File: src/rtl/tk_pkg.sv
package tk_pkg;
  localparam int REG_W = 8;
  localparam int SEL_W = 3;

  typedef enum logic [SEL_W-1:0] {
    F_SEC   = 3'd0,
    F_MIN   = 3'd1,
    F_HOUR  = 3'd2,
    F_DATE  = 3'd3,
    F_MONTH = 3'd4,
    F_DOW   = 3'd5,
    F_YEAR  = 3'd6,
    F_GAP   = 3'd7
  } field_e;

  // writable bits per field
  localparam logic [REG_W-1:0] MASK_SEC   = 8'h7F;
  localparam logic [REG_W-1:0] MASK_MIN   = 8'h7F;
  localparam logic [REG_W-1:0] MASK_HOUR  = 8'hBF;
  localparam logic [REG_W-1:0] MASK_DATE  = 8'h3F;
  localparam logic [REG_W-1:0] MASK_MONTH = 8'h1F;
  localparam logic [REG_W-1:0] MASK_DOW   = 8'h07;
  localparam logic [REG_W-1:0] MASK_YEAR  = 8'hFF;

  // two-digit BCD increment, no range limit
  function automatic logic [REG_W-1:0] bcd_inc(input logic [REG_W-1:0] v);
    logic [REG_W-1:0] r;
    if (v[3:0] >= 4'd9) r = {v[7:4] + 4'd1, 4'd0};
    else                r = {v[7:4], v[3:0] + 4'd1};
    return r;
  endfunction
endpackage

File: src/rtl/tk_bcd_pair.sv
module tk_bcd_pair #(
  parameter int REG_W = tk_pkg::REG_W,
  parameter logic [REG_W-1:0] RST_VAL = '0,
  parameter logic [REG_W-1:0] MASK = '1
) (
  input  logic             clk,
  input  logic             rst,
  input  logic             inc,
  input  logic             ld,
  input  logic [REG_W-1:0] ld_val,
  input  logic [REG_W-1:0] lo,
  input  logic [REG_W-1:0] hi,
  output logic [REG_W-1:0] q,
  output logic             wrap_o
);
  logic [REG_W-1:0] nxt;

  always_comb begin
    if (q == hi) nxt = lo;
    else         nxt = tk_pkg::bcd_inc(q);
  end

  assign wrap_o = inc && !ld && (q == hi);

  always_ff @(posedge clk) begin
    if (rst)      q <= RST_VAL;
    else if (ld)  q <= ld_val & MASK;
    else if (inc) q <= nxt;
  end

  // a field at its top value returns to its bottom value on a step
  p_wrap_to_low_r1: assert property (@(posedge clk) disable iff (rst)
    (inc && !ld && q == hi) |=> (q == $past(lo)));
  // an untouched field holds
  p_hold_idle_r1: assert property (@(posedge clk) disable iff (rst)
    (!inc && !ld) |=> $stable(q));
endmodule

File: src/rtl/tk_hour_unit.sv
module tk_hour_unit #(
  parameter int REG_W = tk_pkg::REG_W,
  parameter logic [REG_W-1:0] MASK = tk_pkg::MASK_HOUR
) (
  input  logic             clk,
  input  logic             rst,
  input  logic             inc,
  input  logic             ld,
  input  logic [REG_W-1:0] ld_val,
  output logic [REG_W-1:0] q,
  output logic             day_o
);
  localparam logic [4:0] H11 = 5'h11;
  localparam logic [4:0] H12 = 5'h12;
  localparam logic [5:0] H23 = 6'h23;

  logic       mode12;
  logic       pm;
  logic [4:0] h12;
  logic [REG_W-1:0] nxt;

  assign mode12 = q[7];
  assign pm     = q[5];
  assign h12    = q[4:0];

  always_comb begin
    nxt   = q;
    day_o = 1'b0;
    if (mode12) begin
      if (h12 == H12) begin
        nxt = {1'b1, 1'b0, pm, 5'h01};
      end else if (h12 == H11) begin
        nxt   = {1'b1, 1'b0, ~pm, H12};
        day_o = pm;
      end else begin
        nxt = {1'b1, 1'b0, pm, tk_pkg::bcd_inc({3'b000, h12})};
        nxt[7:5] = {1'b1, 1'b0, pm};
      end
    end else begin
      if (q[5:0] == H23) begin
        nxt   = 8'h00;
        day_o = 1'b1;
      end else begin
        nxt = tk_pkg::bcd_inc({2'b00, q[5:0]});
      end
    end
    day_o = day_o && inc && !ld;
  end

  always_ff @(posedge clk) begin
    if (rst)      q <= '0;
    else if (ld)  q <= ld_val & MASK;
    else if (inc) q <= nxt;
  end

  // midnight in 24-hour mode
  p_midnight24_r2: assert property (@(posedge clk) disable iff (rst)
    (inc && !ld && q == 8'h23) |=> (q == 8'h00));
  // 11 PM steps to 12 AM, 11 AM to 12 PM, 12 PM to 1 PM
  p_midnight12_r3: assert property (@(posedge clk) disable iff (rst)
    (inc && !ld && q == 8'hB1) |=> (q == 8'h92));
  p_noon12_r3: assert property (@(posedge clk) disable iff (rst)
    (inc && !ld && q == 8'h91) |=> (q == 8'hB2));
  p_one_pm_r3: assert property (@(posedge clk) disable iff (rst)
    (inc && !ld && q == 8'hB2) |=> (q == 8'hA1));
  // a day change comes only from the last hour of the day
  p_day_src_r2: assert property (@(posedge clk) disable iff (rst)
    day_o |-> (q == 8'h23 || q == 8'hB1));
endmodule

File: src/rtl/tk_month_days.sv
module tk_month_days #(
  parameter int REG_W = tk_pkg::REG_W
) (
  input  logic [REG_W-1:0] month,
  input  logic [REG_W-1:0] year,
  output logic [REG_W-1:0] last_day
);
  logic       leap;
  logic [1:0] mod4;

  // 10 = 2 (mod 4): year mod 4 = ones + 2*tens
  assign mod4 = year[1:0] + {year[4], 1'b0};
  assign leap = (mod4 == 2'd0);

  always_comb begin
    case (month[4:0])
      5'h04, 5'h06, 5'h09, 5'h11: last_day = 8'h30;
      5'h02:                      last_day = leap ? 8'h29 : 8'h28;
      default:                    last_day = 8'h31;
    endcase
  end
endmodule

File: src/rtl/bcd_timekeeper.sv
module bcd_timekeeper #(
  parameter int REG_W = tk_pkg::REG_W,
  parameter int SEL_W = tk_pkg::SEL_W
) (
  input  logic             clk,
  input  logic             rst,
  input  logic             tick_1hz,
  input  logic             wr_en,
  input  logic [SEL_W-1:0] wr_sel,
  input  logic [REG_W-1:0] wr_data,
  input  logic [SEL_W-1:0] rd_sel,
  output logic [REG_W-1:0] rd_data
);
  import tk_pkg::*;

  localparam logic [REG_W-1:0] V00 = 8'h00;
  localparam logic [REG_W-1:0] V01 = 8'h01;
  localparam logic [REG_W-1:0] V07 = 8'h07;
  localparam logic [REG_W-1:0] V12 = 8'h12;
  localparam logic [REG_W-1:0] V59 = 8'h59;
  localparam logic [REG_W-1:0] V99 = 8'h99;

  logic halt_q;
  logic step;
  logic [REG_W-1:0] sec_q, min_q, hour_q, date_q, mon_q, dow_q, year_q;
  logic [REG_W-1:0] last_day;
  logic sec_wrap, min_wrap, day_adv, date_wrap, mon_wrap;
  logic year_wrap, dow_wrap;
  logic ld_sec, ld_min, ld_hour, ld_date, ld_mon, ld_dow, ld_year;

  assign step = tick_1hz && !halt_q && !wr_en;

  assign ld_sec  = wr_en && (wr_sel == F_SEC);
  assign ld_min  = wr_en && (wr_sel == F_MIN);
  assign ld_hour = wr_en && (wr_sel == F_HOUR);
  assign ld_date = wr_en && (wr_sel == F_DATE);
  assign ld_mon  = wr_en && (wr_sel == F_MONTH);
  assign ld_dow  = wr_en && (wr_sel == F_DOW);
  assign ld_year = wr_en && (wr_sel == F_YEAR);

  always_ff @(posedge clk) begin
    if (rst)         halt_q <= 1'b0;
    else if (ld_sec) halt_q <= wr_data[7];
  end

  tk_bcd_pair #(.REG_W(REG_W), .RST_VAL(V00), .MASK(MASK_SEC)) u_sec (
    .clk(clk), .rst(rst), .inc(step), .ld(ld_sec), .ld_val(wr_data),
    .lo(V00), .hi(V59), .q(sec_q), .wrap_o(sec_wrap));

  tk_bcd_pair #(.REG_W(REG_W), .RST_VAL(V00), .MASK(MASK_MIN)) u_min (
    .clk(clk), .rst(rst), .inc(sec_wrap), .ld(ld_min), .ld_val(wr_data),
    .lo(V00), .hi(V59), .q(min_q), .wrap_o(min_wrap));

  tk_hour_unit #(.REG_W(REG_W), .MASK(MASK_HOUR)) u_hour (
    .clk(clk), .rst(rst), .inc(min_wrap), .ld(ld_hour), .ld_val(wr_data),
    .q(hour_q), .day_o(day_adv));

  tk_month_days #(.REG_W(REG_W)) u_mdays (
    .month(mon_q), .year(year_q), .last_day(last_day));

  tk_bcd_pair #(.REG_W(REG_W), .RST_VAL(V01), .MASK(MASK_DATE)) u_date (
    .clk(clk), .rst(rst), .inc(day_adv), .ld(ld_date), .ld_val(wr_data),
    .lo(V01), .hi(last_day), .q(date_q), .wrap_o(date_wrap));

  tk_bcd_pair #(.REG_W(REG_W), .RST_VAL(V01), .MASK(MASK_DOW)) u_dow (
    .clk(clk), .rst(rst), .inc(day_adv), .ld(ld_dow), .ld_val(wr_data),
    .lo(V01), .hi(V07), .q(dow_q), .wrap_o(dow_wrap));

  tk_bcd_pair #(.REG_W(REG_W), .RST_VAL(V01), .MASK(MASK_MONTH)) u_mon (
    .clk(clk), .rst(rst), .inc(date_wrap), .ld(ld_mon), .ld_val(wr_data),
    .lo(V01), .hi(V12), .q(mon_q), .wrap_o(mon_wrap));

  tk_bcd_pair #(.REG_W(REG_W), .RST_VAL(V00), .MASK(MASK_YEAR)) u_year (
    .clk(clk), .rst(rst), .inc(mon_wrap), .ld(ld_year), .ld_val(wr_data),
    .lo(V00), .hi(V99), .q(year_q), .wrap_o(year_wrap));

  always_ff @(posedge clk) begin
    if (rst) rd_data <= '0;
    else begin
      case (rd_sel)
        F_SEC:   rd_data <= {halt_q, sec_q[6:0]};
        F_MIN:   rd_data <= min_q;
        F_HOUR:  rd_data <= hour_q;
        F_DATE:  rd_data <= date_q;
        F_MONTH: rd_data <= mon_q;
        F_DOW:   rd_data <= dow_q;
        F_YEAR:  rd_data <= year_q;
        default: rd_data <= '0;
      endcase
    end
  end

  // stopped chain holds every register
  p_halt_hold_r8: assert property (@(posedge clk) disable iff (rst)
    (halt_q && !wr_en) |=> ($stable(sec_q) && $stable(min_q) && $stable(hour_q) &&
                            $stable(date_q) && $stable(mon_q) && $stable(dow_q) &&
                            $stable(year_q)));
  // a write wins over a tick in the same cycle
  p_write_wins_r9: assert property (@(posedge clk) disable iff (rst)
    (wr_en && wr_sel == F_MIN && tick_1hz) |=> (min_q == ($past(wr_data) & MASK_MIN) &&
                                               $stable(sec_q)));
  // unused date bits read 0
  p_unused_zero_r10: assert property (@(posedge clk) disable iff (rst)
    (rd_sel == F_DATE) |=> (rd_data[7:6] == 2'b00));
  // gap selector reads 0
  p_gap_reads_zero_r11: assert property (@(posedge clk) disable iff (rst)
    (rd_sel == F_GAP) |=> (rd_data == '0));
  // weekday wraps to 1 on a day change from 7
  p_dow_wrap_r4: assert property (@(posedge clk) disable iff (rst)
    (day_adv && dow_q == V07) |=> (dow_q == V01));
  // year rolls from 99 to 00 only on a month carry
  p_year_wrap_r7: assert property (@(posedge clk) disable iff (rst)
    year_wrap |=> (year_q == V00 && mon_q == V01));
endmodule

File: config.mk
export PLATFORM = sky130hd
export DESIGN_NAME = bcd_timekeeper
export DESIGN_NICKNAME = d
export VERILOG_FILES = /design/src/rtl/tk_pkg.sv /design/src/rtl/tk_bcd_pair.sv /design/src/rtl/tk_hour_unit.sv /design/src/rtl/tk_month_days.sv /design/src/rtl/bcd_timekeeper.sv
export SDC_FILE = /design/constraint.sdc
export NUM_CORES = 1
export LEC_CHECK = 0
export ABC_AREA = 1
export BUFFER_PORTS_ARGS = -buffer_cell sky130_fd_sc_hd__clkbuf_2
export CAP_MARGIN = 20
export CORE_MARGIN = 8
export CORE_UTILIZATION = 35
export CTS_BUF_LIST = sky130_fd_sc_hd__clkbuf_2
export DETAILED_ROUTE_END_ITERATION = 6
export PLACE_DENSITY = 0.59
export SLEW_MARGIN = 10
export SYNTH_ARGS = -nofsm -noshare
export SYNTH_HDL_FRONTEND = slang
export SYNTH_SLANG_ARGS = --single-unit
export TNS_END_PERCENT = 100
File: constraint.sdc
create_clock -name clk -period 3.6 [get_ports clk]
set_input_delay 0.36 -clock clk [delete_from_list [all_inputs] [get_ports clk]]
set_output_delay 0.36 -clock clk [all_outputs]
set_load 0.005 [all_outputs]
======== Yosys cells after proc, flatten, opt, wreduce, memory -nomap -nowiden ========
Cells that the tools add are included.
word-level totals
  input bits .............................. 18
  bits in registers ....................... 65
  output and inout bits ................... 8
  logic and storage cells ................. 181
cells by class
  $add $sub $neg .......................... 16
  reductions and logical operators ........ 66
  bitwise gates (word level) .............. 1
  equal/unequal tests ..................... 29
  $lt $le $gt $ge ......................... 7
  mux-type cells .......................... 39
operators by type and width
  cell                                                             count
  8-bit 2-to-1 mux                                                 20
  8-bit case mux with 7 select lines                               1
  4-bit by 1-bit adder with 4-bit output, second input constant    13
  4-bit greater-or-equal comparator, second input constant         7
  7-bit 2-to-1 mux                                                 4
  2-bit nonzero test                                               12
  2-bit AND reduction                                              10
  1-bit logical AND                                                19
  3-bit == test, second input constant                             6
  6-bit 2-to-1 mux                                                 3
  8-bit by 7-bit == test with 1-bit output, second input constant  2
  8-bit case mux with 2 select lines                               1
  5-bit == test, second input constant                             3
  5-bit 2-to-1 mux                                                 3
  3-bit nonzero test                                               5
  3-bit by 2-bit == test with 1-bit output, second input constant  4
  2-bit OR reduction                                               6
  5-bit by 3-bit == test with 1-bit output, second input constant  2
  8-bit by 3-bit == test with 1-bit output, second input constant  1
  8-bit by 5-bit == test with 1-bit output, second input constant  1
  8-bit == test                                                    1
  8-bit == test, second input constant                             1
  1-bit zero test                                                  7
  3-bit by 1-bit == test with 1-bit output, second input constant  2
  other kinds (17)                                                 24

======== Logic depth before layout (Yosys ltp) ========
  word-level depth ........................ 15
  mapped depth ............................ 17
  mapped depth without buffers ............ 17

======== Cells and area by module ========
A second synthesis with hierarchy kept.
second synthesis, totals
  cell total of the unflattened synthesis .. 1080
  area, all modules ....................... 6612.6 um2
modules (own cells, without submodules)
  module                    cells an instance  area each (um2)  times used
  tk_bcd_pair at u_min ...  127                782.0            2
  bcd_timekeeper            163                994.7            1
  tk_bcd_pair at u_year     144                878.3            1
  tk_bcd_pair at u_date     128                795.8            1
  tk_bcd_pair at u_dow      121                752.0            1
  tk_hour_unit              116                747.0            1
  tk_bcd_pair at u_mon      125                740.7            1
  tk_month_days             29                 140.1            1

======== Least setup slack after synthesis ========
OpenSTA, ideal clock, no wires.
  path type ............................... register -> register
  start point ............................. reg u_mon.q[0]
  end point ............................... reg u_year.q[5]
  cell stages (with the launch flop) ...... 15
  arrival ................................. 1.801 ns
  path slack .............................. 1.684 ns
  cells stage by stage .................... dfxtp_1 inv_1 ha_1 nand2_2 nor2_4 nand2_1 nand2_1 nand3b_2 nor2_4 nand3_4 nand2_2 buf_6 nand3_1 nand2_1 nor2_1
on the way
  longest elaborated chain between the ends .. 9
  elaborated cells on any way between the ends .. 14
  classes of those cells .................. eq/ne: 7; mux: 1; reduce/logical: 6
ends and longest elaborated chain
  item                                                              line                 RTL
  start: declaration                                                tk_bcd_pair.sv:13    output logic [REG_W-1:0] q,
  start signal: assignment                                          tk_bcd_pair.sv:27    else if (ld) q <= ld_val & MASK;
  start signal: assignment                                          tk_bcd_pair.sv:28    else if (inc) q <= nxt;
  5-bit by 3-bit == test with 1-bit output (tied with other cells)  tk_month_days.sv:16  case (month[4:0])
  4-bit OR reduction                                                tk_month_days.sv:16
  8-bit case mux with 2 select lines                                tk_month_days.sv:16
  8-bit == test                                                     tk_bcd_pair.sv:23    assign wrap_o = inc && !ld && (q == hi);
  1-bit logical AND (2 in a row)                                    tk_bcd_pair.sv:23
  1-bit logical AND (*)                                             tk_bcd_pair.sv:23
  2-bit nonzero test (no source line) (*)                           -
  2-bit AND reduction (no source line) (*)                          -
  end signal: assignment                                            tk_bcd_pair.sv:27
  end signal: assignment                                            tk_bcd_pair.sv:28
  end: declaration                                                  tk_bcd_pair.sv:13
Every way passes the cells marked *; elsewhere a longest branch is shown, timed or not.
A chain may end at the register's enable or synchronous reset.

======== Final worst setup path ========
  start point ............................. reg u_mon.q[0]
  end point ............................... reg u_year.q[4]
The elaborated chain is that of the path after synthesis.

==> qor.csv <==
metric,value,unit
outcome,finished clean,
crit path time final,2.354,ns
reg-to-reg critical path endpoint,u_year.q[4],
top cell type's share of synthesized area,27.98,%
area grow syn2layout,11.00,%
fin crit share,65.38,%
Initial Util,35.54,%
initial antenna violation count,1,
number of enable flip-flop cells after synthesis,0,
Post-Route WL,14430,um
Flop pwr share,47.3,%
max-slew headroom at the worst pin,47.66,%
CTS tree,done,
endpoints failing hold,0,
most frequent cell after synthesis,nand2_1,
Arrival @ worst endpoint,2.87,ns
clk_skew,0.04091,ns
DR pass1 iterations,5,
Hold Path Sink,u_hour.q[7],
via count,4755,
sw power,0.0004390,W
logic gate share of total power,9.5,%
Num CTS Buffers,9,
r2r setup slk,1.25,ns
post-route ant nets,0,
GR peak layer,met2,
Max-cap violations,0,
NumNets Final,772,
DRC viols,0,
FP Rows,42,
post-DP HPWL,11120,um
setup TNS,0,ns
vias in the first global route,4642,
VDD IR-drop max,0.1866,mV
Crit Path Max Fanout,12,
CTS H-tree depth,3,
Die Y,131.3,um
Worst setup EP type,register,
Worst-path clk slew,0.22,ns
post-cts repair resize count,0,
met3 usage,3.125,%
CP Data Required Time,4.12,ns
net count after synthesis,742,
cell taking the most area after synthesis,dfxtp_1,
largest net degree at the start of global routing,36,
Clk pwr share,43.2,%
post-route cell area,0.005162,mm^2
worst min-delay path startpoint,wr_data[7],
final setup vio count,0,
ratio of cells with drive above 1 in the final layout,11.77,%
grt met2 use,26.59,%
worst min-delay path category,in -> reg,
synthesized flop and latch total,65,
met1 usage,21.81,%
"Setup Fix Bufs, Post-CTS",0,
LEAKAGE,2.192,nW
yosys warns,0,
Die Area,0.01723,mm^2
Max clock buf depth,2,
Mapped Cells,687,
dpl cells,882,
Chip Width,131.3,um
Synth top cells by count,"nand2_1, inv_1, dfxtp_1, nor2_1, a21oi_1",
DR WL/cell,16.05,um
first-pass GRT wire length,23750,um
CORE AREA,0.01309,mm^2
sequential share of the synthesized area,27.98,%
FF-to-FF path depth,14,
syn avg cell area,6.770,um^2
Net Sw Frac,27.67,%
clock sink total,65,
final std cells w/o fill,899,
critical path type,reg -> reg,
vias per cell,5.289,
clk_lat worst skew,0.60,ns
worst-margin pin slew,0.7790,ns
R2R Path Start,u_mon.q[0],
GRT overflow,0,
# port buffers,25,
mapped cell area,0.004651,mm^2
number of hold buffers added after cts,0,
CP startpoint kind,register,
RSZ-0062 raised after global routing,false,
CTS root buf,clkbuf_2,
Main synth FF type,dfxtp_1,
ys async rst share,0,%
Overall Global Routing Usage,16.96,%
Iter 0 DRT Violations,468,
Post-DP Area,0.004972,mm^2
"Slew Viols, Final",0,
# IOs,26,
fmax,0.4249,GHz
top post-synthesis cells by area,"dfxtp_1, nand2_1, ha_1",
pwr dens,307.4,mW/mm^2
Hold Path Depth,3,
internal power,0.001148,W
synth unique cells,48,
routability cong.,0.9724,
metal layers:
| metal | vias up | share of wire, % |
|---|---|---|
| met5 | - | 0 |
| met4 | 0 | 3.1 |
| met3 | 31 | 5.9 |
| met2 | 143 | 45 |
| met1 | 2250 | 46 |
| li1 | 2331 | - |
metrics by stage:
step           hold WS [ns]  power (W)  worst slack [ns]  util [%]
2_1_floorplan        0.4434  0.0008530             1.684         -
3_3_place_gp         0.4659  0.0009106             1.403     38.00
3_5_place_dp         0.4739  0.0009130             1.356     38.00
4_1_cts            0.005037   0.001605             1.252     39.43
5_1_grt            0.003705   0.001652            0.9741     39.45
6_report            0.05762   0.001587             1.246     39.45
layout make-up:
cell class,count,area (um^2)
Antenna cell,1,2.502
Clock buffer,9,45.04
Clock inverter,7,142.6
Fill cell,1388,7923
Inverter,117,439.2
Multi-Input combinational cell,497,2872
Sequential cell,65,1301
Tap cell,176,220.2
Timing Repair Buffer,27,140.1
worst max path at each step:
| stage | slack, ns | to | from | depth (start not counted) |
|---|---|---|---|---|
| global placement | 1.40 | u_year.q[4] | u_mon.q[0] | 14 |
| finish | 1.25 | u_year.q[4] | u_mon.q[0] | 14 |
| floorplan | 1.68 | u_year.q[5] | u_mon.q[0] | 14 |
| CTS | 1.25 | u_year.q[4] | u_mon.q[0] | 14 |
| detailed placement | 1.36 | u_year.q[4] | u_mon.q[0] | 14 |
| global route | 0.97 | u_year.q[4] | u_mon.q[0] | 14 |
sequential cells by signal, indices dropped and copies added (netlist names):
signal and cells:
rd_data 8, u_hour.q 8, halt_q 1, u_dow.q 8, u_year.q 8, u_sec.q 8, u_date.q 8, u_mon.q 8
u_min.q 8
cell usage in the layout (no fill, tap or decap), types with 4 or more instances in the layout:
cell / instances
a21oi_2: 4
nand2_1: 152
clkbuf_2: 34
inv_1: 104
nor3_1: 12
a31oi_1: 17
o22ai_1: 17
dfxtp_1: 65
o21ai_0: 20
bufinv_16: 4
a21oi_1: 49
xor2_1: 15
inv_2: 12
nand3_1: 37
xnor2_1: 5
nand3b_1: 4
nand4_1: 9
nor2_1: 58
o21ai_1: 5
a22oi_1: 5
nor2_2: 7
a221oi_1: 8
nand2_2: 5
nor2_4: 4
ha_1: 37
power by group through the flow:
stage	clock network, W	logic [W]	registers, W
2_1_floorplan	0	0.0000945	0.000759
3_3_place_gp	0	0.000147	0.000764
3_5_place_dp	0	0.000148	0.000765
4_1_cts	0.000705	0.000149	0.000750
5_1_grt	0.000729	0.000169	0.000754
6_report	0.000685	0.000150	0.000751
worst max-delay path, cell delays in order, from the launching register on:
cell and delay (ns):
dfxtp_1 0.51, inv_1 0.14, ha_1 0.26, nand2_2 0.11, nor2_4 0.04, nand2_1 0.08, nand2_1 0.05, nand3b_2 0.24
nor2_4 0.21, nand3_4 0.10, nand2_2 0.20, nand2_1 0.10, nand2_1 0.07, nand2_1 0.05, nor2_1 0.10
kinds of logic after synthesis:
family	Yosys count	share of synthesized area [%]
compound gates	142	18.75
flops	65	27.98
fa+ha+maj	37	9.954
buf+inv	125	10.28
simple gates	298	29.27
xor+xnor	20	3.767
Power figures use the tool's default switching activity.
